File: src/rtl/fx_pkg.sv
package fx_pkg;
  localparam int unsigned FX_DATA_W = 16;
  localparam int unsigned FX_COL_W  = 8;
  localparam int unsigned FX_NIB_W  = 4;
  localparam int unsigned FX_ADDR_W = 4;
  localparam int unsigned FX_GRP_W  = FX_DATA_W / FX_NIB_W;
  localparam int unsigned FX_N_GRP  = FX_DATA_W / FX_GRP_W;
  // word indices of the source registers
  localparam int unsigned FX_IDX_COLOR = 0;
  localparam int unsigned FX_IDX_FONT  = 1;
endpackage

File: src/rtl/fx_regs.sv
module fx_regs #(
  parameter int unsigned ADDR_W = fx_pkg::FX_ADDR_W,
  parameter int unsigned DATA_W = fx_pkg::FX_DATA_W,
  parameter int unsigned COL_W  = fx_pkg::FX_COL_W
) (
  input  logic              clk_i,
  input  logic              rst_ni,
  input  logic [ADDR_W-1:0] addr_i,
  input  logic              byte_i,
  input  logic              wr_i,
  input  logic [DATA_W-1:0] wdata_i,
  output logic [COL_W-1:0]  color_o,
  output logic [DATA_W-1:0] font_o
);
  localparam int unsigned IDX_W = ADDR_W - 1;
  localparam int unsigned HALF  = DATA_W / 2;

  logic [IDX_W-1:0] idx;
  logic             in_win;
  logic             wr_col, wr_font_hi, wr_font_lo;

  assign idx    = addr_i[ADDR_W-1:1];
  assign in_win = addr_i[ADDR_W-1];

  always_comb begin
    wr_col     = 1'b0;
    wr_font_hi = 1'b0;
    wr_font_lo = 1'b0;
    if (wr_i && !in_win) begin
      if (idx == IDX_W'(fx_pkg::FX_IDX_COLOR)) begin
        wr_col = !byte_i || addr_i[0];
      end else if (idx == IDX_W'(fx_pkg::FX_IDX_FONT)) begin
        wr_font_hi = !byte_i || !addr_i[0];
        wr_font_lo = !byte_i || addr_i[0];
      end
    end
  end

  always_ff @(posedge clk_i or negedge rst_ni) begin
    if (!rst_ni) begin
      color_o <= '0;
      font_o  <= '0;
    end else begin
      if (wr_col) color_o <= wdata_i[COL_W-1:0];
      if (wr_font_hi) font_o[DATA_W-1:HALF] <= byte_i ? wdata_i[HALF-1:0] : wdata_i[DATA_W-1:HALF];
      if (wr_font_lo) font_o[HALF-1:0] <= wdata_i[HALF-1:0];
    end
  end

  a_r6_window_write_ignored: assert property (@(posedge clk_i) disable iff (!rst_ni)
    (wr_i && addr_i[ADDR_W-1]) |=> ($stable(color_o) && $stable(font_o)));

  a_r8_hold_without_write: assert property (@(posedge clk_i) disable iff (!rst_ni)
    !wr_i |=> ($stable(color_o) && $stable(font_o)));

  a_r8_font_word_load: assert property (@(posedge clk_i) disable iff (!rst_ni)
    (wr_i && !byte_i && addr_i[ADDR_W-1:1] == IDX_W'(fx_pkg::FX_IDX_FONT))
    |=> (font_o == $past(wdata_i)));

  a_r8_byte_zero_ignored: assert property (@(posedge clk_i) disable iff (!rst_ni)
    (wr_i && byte_i && addr_i == '0) |=> ($stable(color_o) && $stable(font_o)));
endmodule

File: src/rtl/fx_expand.sv
module fx_expand #(
  parameter int unsigned DATA_W = fx_pkg::FX_DATA_W,
  parameter int unsigned COL_W  = fx_pkg::FX_COL_W,
  parameter int unsigned NIB_W  = fx_pkg::FX_NIB_W
) (
  input  logic [COL_W-1:0]  color_i,
  input  logic [DATA_W-1:0] font_i,
  output logic [DATA_W/(DATA_W/NIB_W)-1:0][DATA_W-1:0] words_o
);
  localparam int unsigned GRP_W = DATA_W / NIB_W;
  localparam int unsigned N_GRP = DATA_W / GRP_W;

  logic [NIB_W-1:0] fg, bg;
  assign fg = color_i[COL_W-1 -: NIB_W];
  assign bg = color_i[NIB_W-1:0];

  for (genvar k = 0; k < N_GRP; k++) begin : g_word
    logic [GRP_W-1:0] grp;
    // word 0 takes the most significant group
    assign grp = font_i[DATA_W-1-k*GRP_W -: GRP_W];
    for (genvar j = 0; j < GRP_W; j++) begin : g_pix
      assign words_o[k][j*NIB_W +: NIB_W] = grp[j] ? fg : bg;
    end
  end
endmodule

File: src/rtl/fx_rdmux.sv
module fx_rdmux #(
  parameter int unsigned ADDR_W = fx_pkg::FX_ADDR_W,
  parameter int unsigned DATA_W = fx_pkg::FX_DATA_W,
  parameter int unsigned COL_W  = fx_pkg::FX_COL_W,
  parameter int unsigned N_GRP  = fx_pkg::FX_N_GRP
) (
  input  logic [ADDR_W-1:0] addr_i,
  input  logic              byte_i,
  input  logic [COL_W-1:0]  color_i,
  input  logic [DATA_W-1:0] font_i,
  input  logic [N_GRP-1:0][DATA_W-1:0] words_i,
  output logic [DATA_W-1:0] rd_data_o
);
  localparam int unsigned IDX_W = ADDR_W - 1;
  localparam int unsigned HALF  = DATA_W / 2;
  localparam int unsigned WIN_W = IDX_W - 1;

  logic [DATA_W-1:0] word;
  logic [IDX_W-1:0]  idx;

  assign idx = addr_i[ADDR_W-1:1];

  always_comb begin
    word = '0;
    if (idx[IDX_W-1]) begin
      word = words_i[idx[WIN_W-1:0]];
    end else if (idx == IDX_W'(fx_pkg::FX_IDX_COLOR)) begin
      word = DATA_W'(color_i);
    end else if (idx == IDX_W'(fx_pkg::FX_IDX_FONT)) begin
      word = font_i;
    end
  end

  always_comb begin
    if (byte_i) begin
      rd_data_o = DATA_W'(addr_i[0] ? word[HALF-1:0] : word[DATA_W-1:HALF]);
    end else begin
      rd_data_o = word;
    end
  end
endmodule

File: src/rtl/font_expander.sv
module font_expander #(
  parameter int unsigned ADDR_W = fx_pkg::FX_ADDR_W,
  parameter int unsigned DATA_W = fx_pkg::FX_DATA_W,
  parameter int unsigned COL_W  = fx_pkg::FX_COL_W,
  parameter int unsigned NIB_W  = fx_pkg::FX_NIB_W
) (
  input  logic              clk_i,
  input  logic              rst_ni,
  input  logic [ADDR_W-1:0] addr_i,
  input  logic              byte_i,
  input  logic              wr_i,
  input  logic [DATA_W-1:0] wdata_i,
  output logic [DATA_W-1:0] rd_data_o
);
  localparam int unsigned GRP_W = DATA_W / NIB_W;
  localparam int unsigned N_GRP = DATA_W / GRP_W;
  localparam int unsigned HALF  = DATA_W / 2;

  logic [COL_W-1:0]  color_q;
  logic [DATA_W-1:0] font_q;
  logic [N_GRP-1:0][DATA_W-1:0] words;

  fx_regs #(.ADDR_W(ADDR_W), .DATA_W(DATA_W), .COL_W(COL_W)) u_regs (
    .clk_i   (clk_i),
    .rst_ni  (rst_ni),
    .addr_i  (addr_i),
    .byte_i  (byte_i),
    .wr_i    (wr_i),
    .wdata_i (wdata_i),
    .color_o (color_q),
    .font_o  (font_q)
  );

  fx_expand #(.DATA_W(DATA_W), .COL_W(COL_W), .NIB_W(NIB_W)) u_expand (
    .color_i (color_q),
    .font_i  (font_q),
    .words_o (words)
  );

  fx_rdmux #(.ADDR_W(ADDR_W), .DATA_W(DATA_W), .COL_W(COL_W), .N_GRP(N_GRP)) u_rdmux (
    .addr_i    (addr_i),
    .byte_i    (byte_i),
    .color_i   (color_q),
    .font_i    (font_q),
    .words_i   (words),
    .rd_data_o (rd_data_o)
  );

  // every pixel is one of the two programmed colours
  for (genvar k = 0; k < N_GRP; k++) begin : g_chk_w
    for (genvar j = 0; j < GRP_W; j++) begin : g_chk_p
      a_r2_pixel_from_pair: assert property (@(posedge clk_i) disable iff (!rst_ni)
        (words[k][j*NIB_W +: NIB_W] == color_q[COL_W-1 -: NIB_W]) ||
        (words[k][j*NIB_W +: NIB_W] == color_q[NIB_W-1:0]));
    end
  end

  a_r5_byte_read_upper_zero: assert property (@(posedge clk_i) disable iff (!rst_ni)
    byte_i |-> (rd_data_o[DATA_W-1:HALF] == '0));

  a_r1_zero_after_reset: assert property (@(posedge clk_i) disable iff (!rst_ni)
    $rose(rst_ni) |-> (rd_data_o == '0));
endmodule

File: config.mk
export PLATFORM = sky130hd
export DESIGN_NAME = font_expander
export DESIGN_NICKNAME = d
export VERILOG_FILES = /design/src/rtl/fx_pkg.sv /design/src/rtl/fx_regs.sv /design/src/rtl/fx_expand.sv /design/src/rtl/fx_rdmux.sv /design/src/rtl/font_expander.sv
export SDC_FILE = /design/constraint.sdc
export NUM_CORES = 1
export LEC_CHECK = 0
export BUFFER_PORTS_ARGS = -buffer_cell sky130_fd_sc_hd__buf_2
export CAP_MARGIN = 10
export CELL_PAD_IN_SITES_DETAIL_PLACEMENT = 1
export CELL_PAD_IN_SITES_GLOBAL_PLACEMENT = 2
export CORE_UTILIZATION = 27
export DETAILED_ROUTE_END_ITERATION = 8
export PLACE_DENSITY = 0.7
export SLEW_MARGIN = 20
export SYNTH_ARGS = -nofsm -noshare
export SYNTH_HDL_FRONTEND = slang
export SYNTH_HIERARCHICAL = 1
export SYNTH_SLANG_ARGS = --single-unit
export TNS_END_PERCENT = 10
File: constraint.sdc
create_clock -name clk_i -period 1.9 [get_ports clk_i]
set_input_delay 0.285 -clock clk_i [delete_from_list [all_inputs] [get_ports clk_i]]
set_output_delay 0.285 -clock clk_i [all_outputs]
set_load 0.005 [all_outputs]
==> results of run 1 <==
## registers in the layout, summed over array words and instances, names as in the netlist
name and count:
u_regs/color_o 8, u_regs/font_o 16
## metal layers
metal / track usage, % / vias to the layer above
met4: 3.32 / 0
met1: 22.6 / 1234
met2: 28.9 / 40
met5: 0 / -
li1: - / 1157
met3: 1.31 / 7
## final timing paths
kind,from,endpoint,slack [ns]
worst max register to register,u_regs/font_o[2],u_regs/font_o[2],0.91
min in group clk_i,wdata_i[1],u_regs/font_o[1],0.30
max in group asynchronous,rst_ni,u_regs/color_o[6],1.50
worst min-delay path,rst_ni,u_regs/font_o[12],0.005
worst max-delay path,u_regs/color_o[3],rd_data_o[7],-0.27
worst min register to register,u_regs/color_o[4],u_regs/color_o[4],0.63
## power by group through the flow
stage	sequential, W	combinational, W	clock (W)
global route	0.000984	0.00207	0.000317
CTS	0.000952	0.00189	0.000301
detailed placement	0.000940	0.00172	0
floorplan	0.000842	0.00124	0
finish	0.000962	0.00193	0.000286
global placement	0.000931	0.00167	0
## critical path: stages (launching register included)
cell and delay [ns]:
dfrtp_1 0.40, buf_12 0.15, buf_12 0.13, mux2_4 0.26, mux2i_1 0.15, nor2_1 0.07
a211oi_2 0.26, a22oi_2 0.07, buf_2 0.14
## layout make-up
type	instances	share of cell area [%]
Multi-Input combinational cell	218	57.8
Timing Repair Buffer	90	19.2
Sequential cell	24	17.1
Tap cell	136	4.69
Clock buffer	3	1.14
Inverter	1	0.104
## cells by family after synthesis
kind of cell	share of synthesized area, %
muxes	47.9
DFF	21.0
and+or+nand+nor	7.60
buffers and inverters	8.08
AOI/OAI and AO/OA	15.5
## stage by stage
| stage | hold slack (ns) | total power, W |
|---|---|---|
| floorplan | -0.0106 | 0.00208 |
| global placement | 0.296 | 0.00261 |
| detailed placement | 0.306 | 0.00266 |
| CTS | 0.0174 | 0.00315 |
| global route | 0.0458 | 0.00337 |
| finish | 0.00546 | 0.00318 |
## placed cells by master (no fill, tap or decap), types with 10 or more instances in the layout
cell type | Yosys | layout
mux2i_1 | 40 | 38
dfrtp_1 | 24 | 10
buf_2 | 4 | 39
nor2_1 | 30 | 30
a211oi_2 | 8 | 13
dfrtp_2 | 0 | 14
mux2_1 | 19 | 15
a21oi_1 | 17 | 17
mux2_4 | 19 | 25
mux2_2 | 42 | 40
buf_4 | 6 | 38
## what timing repair did
action / in CTS / in global routing
buffers inserted: 10 / 0
endpoints found under the setup margin: 16 / 16
pin swaps: 9 / 5
resized for setup: 25 / 8
==> summary.md, run 1 <==
| Metric | Value |
|---|---|
| Fmax | `461 MHz` |
| Top post-synthesis cells by area | `dfrtp_1 (21%), mux2_2 (17%), mux2i_1 (14%)` |
| Setup TNS | `-3.48 ns` |
| Most common cell in the netlist | `mux2_2` |
| Crit path max fanout | `10` |
| PwrDens | `877 nW/µm²` |
| Mapped Cells | `268` |
| I/O pin total | `40` |
| R2R depth | `2` |
| H-tree lvl count | `1` |
| Initial DRT Pass Iterations | `4` |
| Antenna Cells | `0` |
| Wire length on met3 | `210 µm` |
| Top cells by instance count after synthesis | `mux2_2 (42), mux2i_1 (40), nor2_1 (30)` |
| Nets | `362` |
| Final Wtd Congestion | `between 0.7 and 0.8` |
| Clock Power Share | `about 9%` |
| Max cap viols | `0` |
| Min cycle time layout | `2.17 ns` |
| PortBufs | `39` |
| Worst IR drop on VDD | `244 µV` |
| Initial antenna violation count | `0` |
| Die area | `about 11000 µm²` |
| Slew @ Worst Pin | `0.547 ns` |
| Area grow syn2layout | `26.5%` |
| Die Wd | `105 µm` |
| Register area share after synthesis | `21.0%` |
| Ys async rst share | `100%` |
| Number of synthesized flops with an enable pin | `0` |
| Worst-Skew Late Latency | `~0.26 ns` |
| M1 WL | `4380 µm` |
| Final std cells w/o fill | `~470` |
| DR WL/cell | `19.3 µm` |
| Final Setup Violations | `16` |
| Total leakage power | `1.65 nW` |
| Post-DRT Antenna Nets | `0` |
| Global route overflow | `0` |
| Worst-path clk slew | `0.08 ns` |
| Share of layout cells above drive strength 1 | `58.6%` |
| Syn_area_per_cell | `approximately 11 µm²` |
| Final core utilization | `35.1%` |
| TritonCTS clock tree | `yes` |
| Sink Count | `24` |
| Number of remaining DRC errors | `0` |
| DR WL met2 | `4430 µm` |
| Critical path endpoint category | `output port` |
| Period utilization | `114%` |
| Seq pwr share | `30.3%` |
| Vias in the first global route | `2553` |
| Root buf cell | `clkbuf_8` |
| Worst rel slew slack | `63.5%` |
| Mapped Nets | `292` |
| Initial Util | `27.8%` |
| Routed WL | `around 9100 µm` |
| Placed Area | `between 3000 and 4000 µm²` |
| DRT iter0 DRCs | `70` |
| Top cell type's share of synthesized area | `21.0%` |
| Synthesized area | `approximately 2900 µm²` |
| RSZ-0062 raised after global routing | `true` |
| Setup WS pre-CTS | `-0.244 ns` |
| Via density | `5.17` |
| Filler cells | `1192` |
| Gate power share | `60.7%` |
| Synth Flop Type | `dfrtp_1` |
| Finished Cell Area | `3620 µm²` |
| Hold_buf cts | `0` |
| Worst setup margin | `-0.268 ns` |
| Fin Clk Skew | `0 ns` |
| Post-synth cell types | `32` |
| Switch share | `37.4%` |
| Crit path required time | `1.62 ns` |
| Max Transition Viols Final | `0` |
| Num CTS Buffers | `3` |
| Hold Fails Final Rpt | `0` |
| Row count | `37` |
| Switching power | `0.00119 W` |
| Multi-input logic area | `2090 µm²` |
| Placed insts | `~460` |
| Height of the die | `around 110 µm` |
| Clock buffer depth | `2` |
| Status | `complete, but fails checks` |
| First-pass GRT wire length | `roughly 14000 µm` |
| Worst Path Arrival | `1.88 ns` |
| #FFs+latches synth | `24` |
| Internal power | `between 0.0015 and 0.002 W` |
| Ys Warns | `6` |
| Top sig layer | `met4` |
| Core Area | `10300 µm²` |
| Hold Path Class | `input pin to asynchronous set/reset pin` |
| Final HPWL DP | `between 6000 and 7000 µm` |
| Startpoint Class | `flop` |
| Synth area leader | `dfrtp_1` |
| GRT Resource Usage Total | `between 10% and 20%` |
| Crit Path Class | `flop to output port` |
| Routed vias | `approximately 2400` |
| Register area | `618 µm²` |
| Largest net degree at the start of global routing | `25` |
| Failing checks | `negative setup slack` |
Power figures use the tool's default switching activity.
==> run 2: changes to the inputs <==
--- a/config.mk
+++ b/config.mk
@@ -11,6 +11,7 @@
 export CELL_PAD_IN_SITES_GLOBAL_PLACEMENT = 2
 export CORE_UTILIZATION = 27
 export DETAILED_ROUTE_END_ITERATION = 8
+export GPL_ROUTABILITY_DRIVEN = 1
 export PLACE_DENSITY = 0.7
 export SLEW_MARGIN = 20
 export SYNTH_ARGS = -nofsm -noshare
==> constraint.sdc (replaced) <==
create_clock -name clk_i -period 2.06 [get_ports clk_i]
set_input_delay 0.309 -clock clk_i [delete_from_list [all_inputs] [get_ports clk_i]]
set_output_delay 0.309 -clock clk_i [all_outputs]
set_load 0.005 [all_outputs]
==> run 2 against run 1 <==
Net effect: the run still ends with negative setup slack left; clock power increased by 14%; count of clock-buffer cells in the layout is 1 higher; sequential cell count is the same; critical path depth down 1; core utilization is 1.8 points lower; via count down 3.8%; highest routed layer unchanged.
==> summary.md, run 2 (synthesis results as in run 1) <==
| Metric | Value |
|---|---|
| Final std cells w/o fill | `455 (-3.6%)` |
| Hold Fails Final Rpt | `0 (unchanged)` |
| Clock buffer depth | `2 (unchanged)` |
| Max FFs per register | `16 (unchanged)` |
| Number of remaining DRC errors | `0 (unchanged)` |
| RSZ-0062 raised after global routing | `true` |
| H-tree lvl count | `1 (unchanged)` |
| Routed vias | `2345 (-3.8%)` |
| Crit path to | `rd_data_o[3]` |
| DR WL met2 | `4130 µm (-6.8%)` |
| Num CTS Buffers | `3 (unchanged)` |
| Min cycle time layout | `2.25 ns` |
| Vias in the first global route | `2464 (-3.5%)` |
| CP Launch Point | `u_regs/font_o[10]` |
| Placed Area | `3230 µm² (-4.7%)` |
| RR Startpoint | `u_regs/font_o[5]` |
| Total leakage power | `1.55 nW (-5.7%)` |
| Status | `complete, but fails checks` |
| Hold_buf cts | `0 (unchanged)` |
| GRT Resource Usage Total | `16.5% (-0.19 points)` |
| M1 WL | `4410 µm (+0.59%)` |
| Largest net degree at the start of global routing | `26 (+4.0%)` |
| Worst-Skew Late Latency | `0.27 ns (about the same)` |
| Failing checks | `negative setup slack` |
| Core Area | `10300 µm² (unchanged)` |
| Global route overflow | `0 (unchanged)` |
| Initial DRT Pass Iterations | `4 (unchanged)` |
| Crit Path Class | `flop to output port` |
| Final Setup Violations | `16 (unchanged)` |
| Die Wd | `105 µm (unchanged)` |
| Finished Cell Area | `3440 µm² (-5.1%)` |
| Sink Count | `24 (unchanged)` |
| Fin Clk Skew | `0 ns (unchanged)` |
| Hold Path Class | `input pin to asynchronous set/reset pin` |
| Filler cells | `1185 (-0.59%)` |
| Largest register by flop count | `u_regs/font_o` |
| Slew @ Worst Pin | `0.581 ns (+0.0343 ns)` |
| Crit path max fanout | `4 (-6)` |
| Initial antenna violation count | `0 (unchanged)` |
| TritonCTS clock tree | `yes` |
| Setup TNS | `-1.43 ns (+2.05 ns)` |
| PwrDens | `822 nW/µm² (-6.2%)` |
| Period utilization | `109%` |
| Post-DRT Antenna Nets | `0 (unchanged)` |
| Top sig layer | `met4` |
| PortBufs | `39 (unchanged)` |
| Antenna Cells | `0 (unchanged)` |
| Worst setup margin | `-0.189 ns (+0.0795 ns)` |
| Die area | `11000 µm² (unchanged)` |
| Worst rel slew slack | `61.2% (-2.4 points)` |
| Worst R2R Setup Slack | `1.08 ns (+0.17 ns)` |
| Worst IR drop on VDD | `242 µV (-0.56%)` |
| DRT iter0 DRCs | `61 (-13%)` |
| Fmax | `445 MHz` |
| Final HPWL DP | `6310 µm (-3.6%)` |
| Crit path required time | `1.75 ns (+0.13 ns)` |
| Critical path endpoint category | `output port` |
| Hold WS | `0.0109 ns (+0.00542 ns)` |
| R2R depth | `1 (-1)` |
| Top flop regs | `u_regs/font_o x16, u_regs/color_o x8` |
| Via density | `5.15 (-0.22%)` |
| Routed WL | `8830 µm (-3.0%)` |
| Nets | `344 (-5.0%)` |
| Initial Util | `27.8% (unchanged)` |
| Max Transition Viols Final | `0 (unchanged)` |
| Power Total | `0.00283 W (-11%)` |
| Root buf cell | `clkbuf_8` |
| DR WL/cell | `19.4 µm (+0.66%)` |
| Worst Path Arrival | `1.94 ns (+0.06 ns)` |
| Reg-to-Reg End | `u_regs/font_o[5]` |
| Height of the die | `105 µm (unchanged)` |
| Row count | `37 (unchanged)` |
| Startpoint Class | `flop` |
| Final Wtd Congestion | `0.766 (+3.6%)` |
| Commonest cells after routing, fill and taps aside | `buf_2 (39), mux2i_1 (39), mux2_2 (35)` |
| Placed insts | `443 (-3.5%)` |
| Wire length on met3 | `201 µm (-4.3%)` |
| First-pass GRT wire length | `14300 µm (-0.19%)` |
| Share of layout cells above drive strength 1 | `55.8% (-2.8 points)` |
| I/O pin total | `40 (unchanged)` |
| Max cap viols | `0 (unchanged)` |
| Worst-path clk slew | `0.09 ns (about the same)` |
| Area grow syn2layout | `20.1%` |
## run 2: area by class of cell
type                    instances  area [µm²]  share of cell area, %
multi-input cells             218        2100                   61.0
repair buffers                 72         492                   14.3
inverters                       1        3.75                  0.109
clock buffers                   4        55.1                   1.60
well taps                     136         170                   4.95
flip-flops and latches         24         622                   18.1
## run 2: worst min path at each step
stage | endpoint | start | cells after the start | slack (ns)
floorplan | u_regs/color_o[0] | rst_ni | 0 | 0.01
global placement | u_regs/font_o[4] | rst_ni | 1 | 0.33
detailed placement | u_regs/font_o[4] | rst_ni | 1 | 0.33
CTS | u_regs/font_o[4] | rst_ni | 1 | 0.02
global route | u_regs/font_o[12] | rst_ni | 1 | 0.04
finish | u_regs/font_o[4] | rst_ni | 1 | 0.01
## run 2: worst max-delay path, stage by stage (launching register included)
cell	delay, ns
dfrtp_1	0.42
buf_4	0.16
mux2_4	0.31
mux2i_4	0.17
nor2_1	0.08
a211oi_2	0.26
a22oi_1	0.13
buf_2	0.14
## run 2: routing by layer
metal	up-vias	GRT usage (%)
met5	-	0
met4	0	3.52
met3	6	1.06
met2	41	26.9
met1	1181	23.8
li1	1117	-
## run 2: through the flow
stage / utilization [%] / setup slack (ns)
4_1_cts: 32.7 / -0.182
3_5_place_dp: 31.3 / -0.130
5_1_grt: 33.3 / -0.256
3_3_place_gp: 31.3 / -0.114
6_report: 33.3 / -0.189
2_1_floorplan: - / 0.373
## run 2: repair_timing
| item | CTS | global route |
|---|---|---|
| pin swaps | 5 | 6 |
| setup buffers | 4 | 4 |
| endpoints found under the setup margin | 16 | 16 |
| gates resized for setup | 26 | 9 |
## run 2: where the power goes
group,internal [W],switching [W],total [W]
Clock,0.000171,0.000154,0.000325
Sequential,0.000598,0.000342,0.000940
Combinational,0.000975,0.000589,0.00156
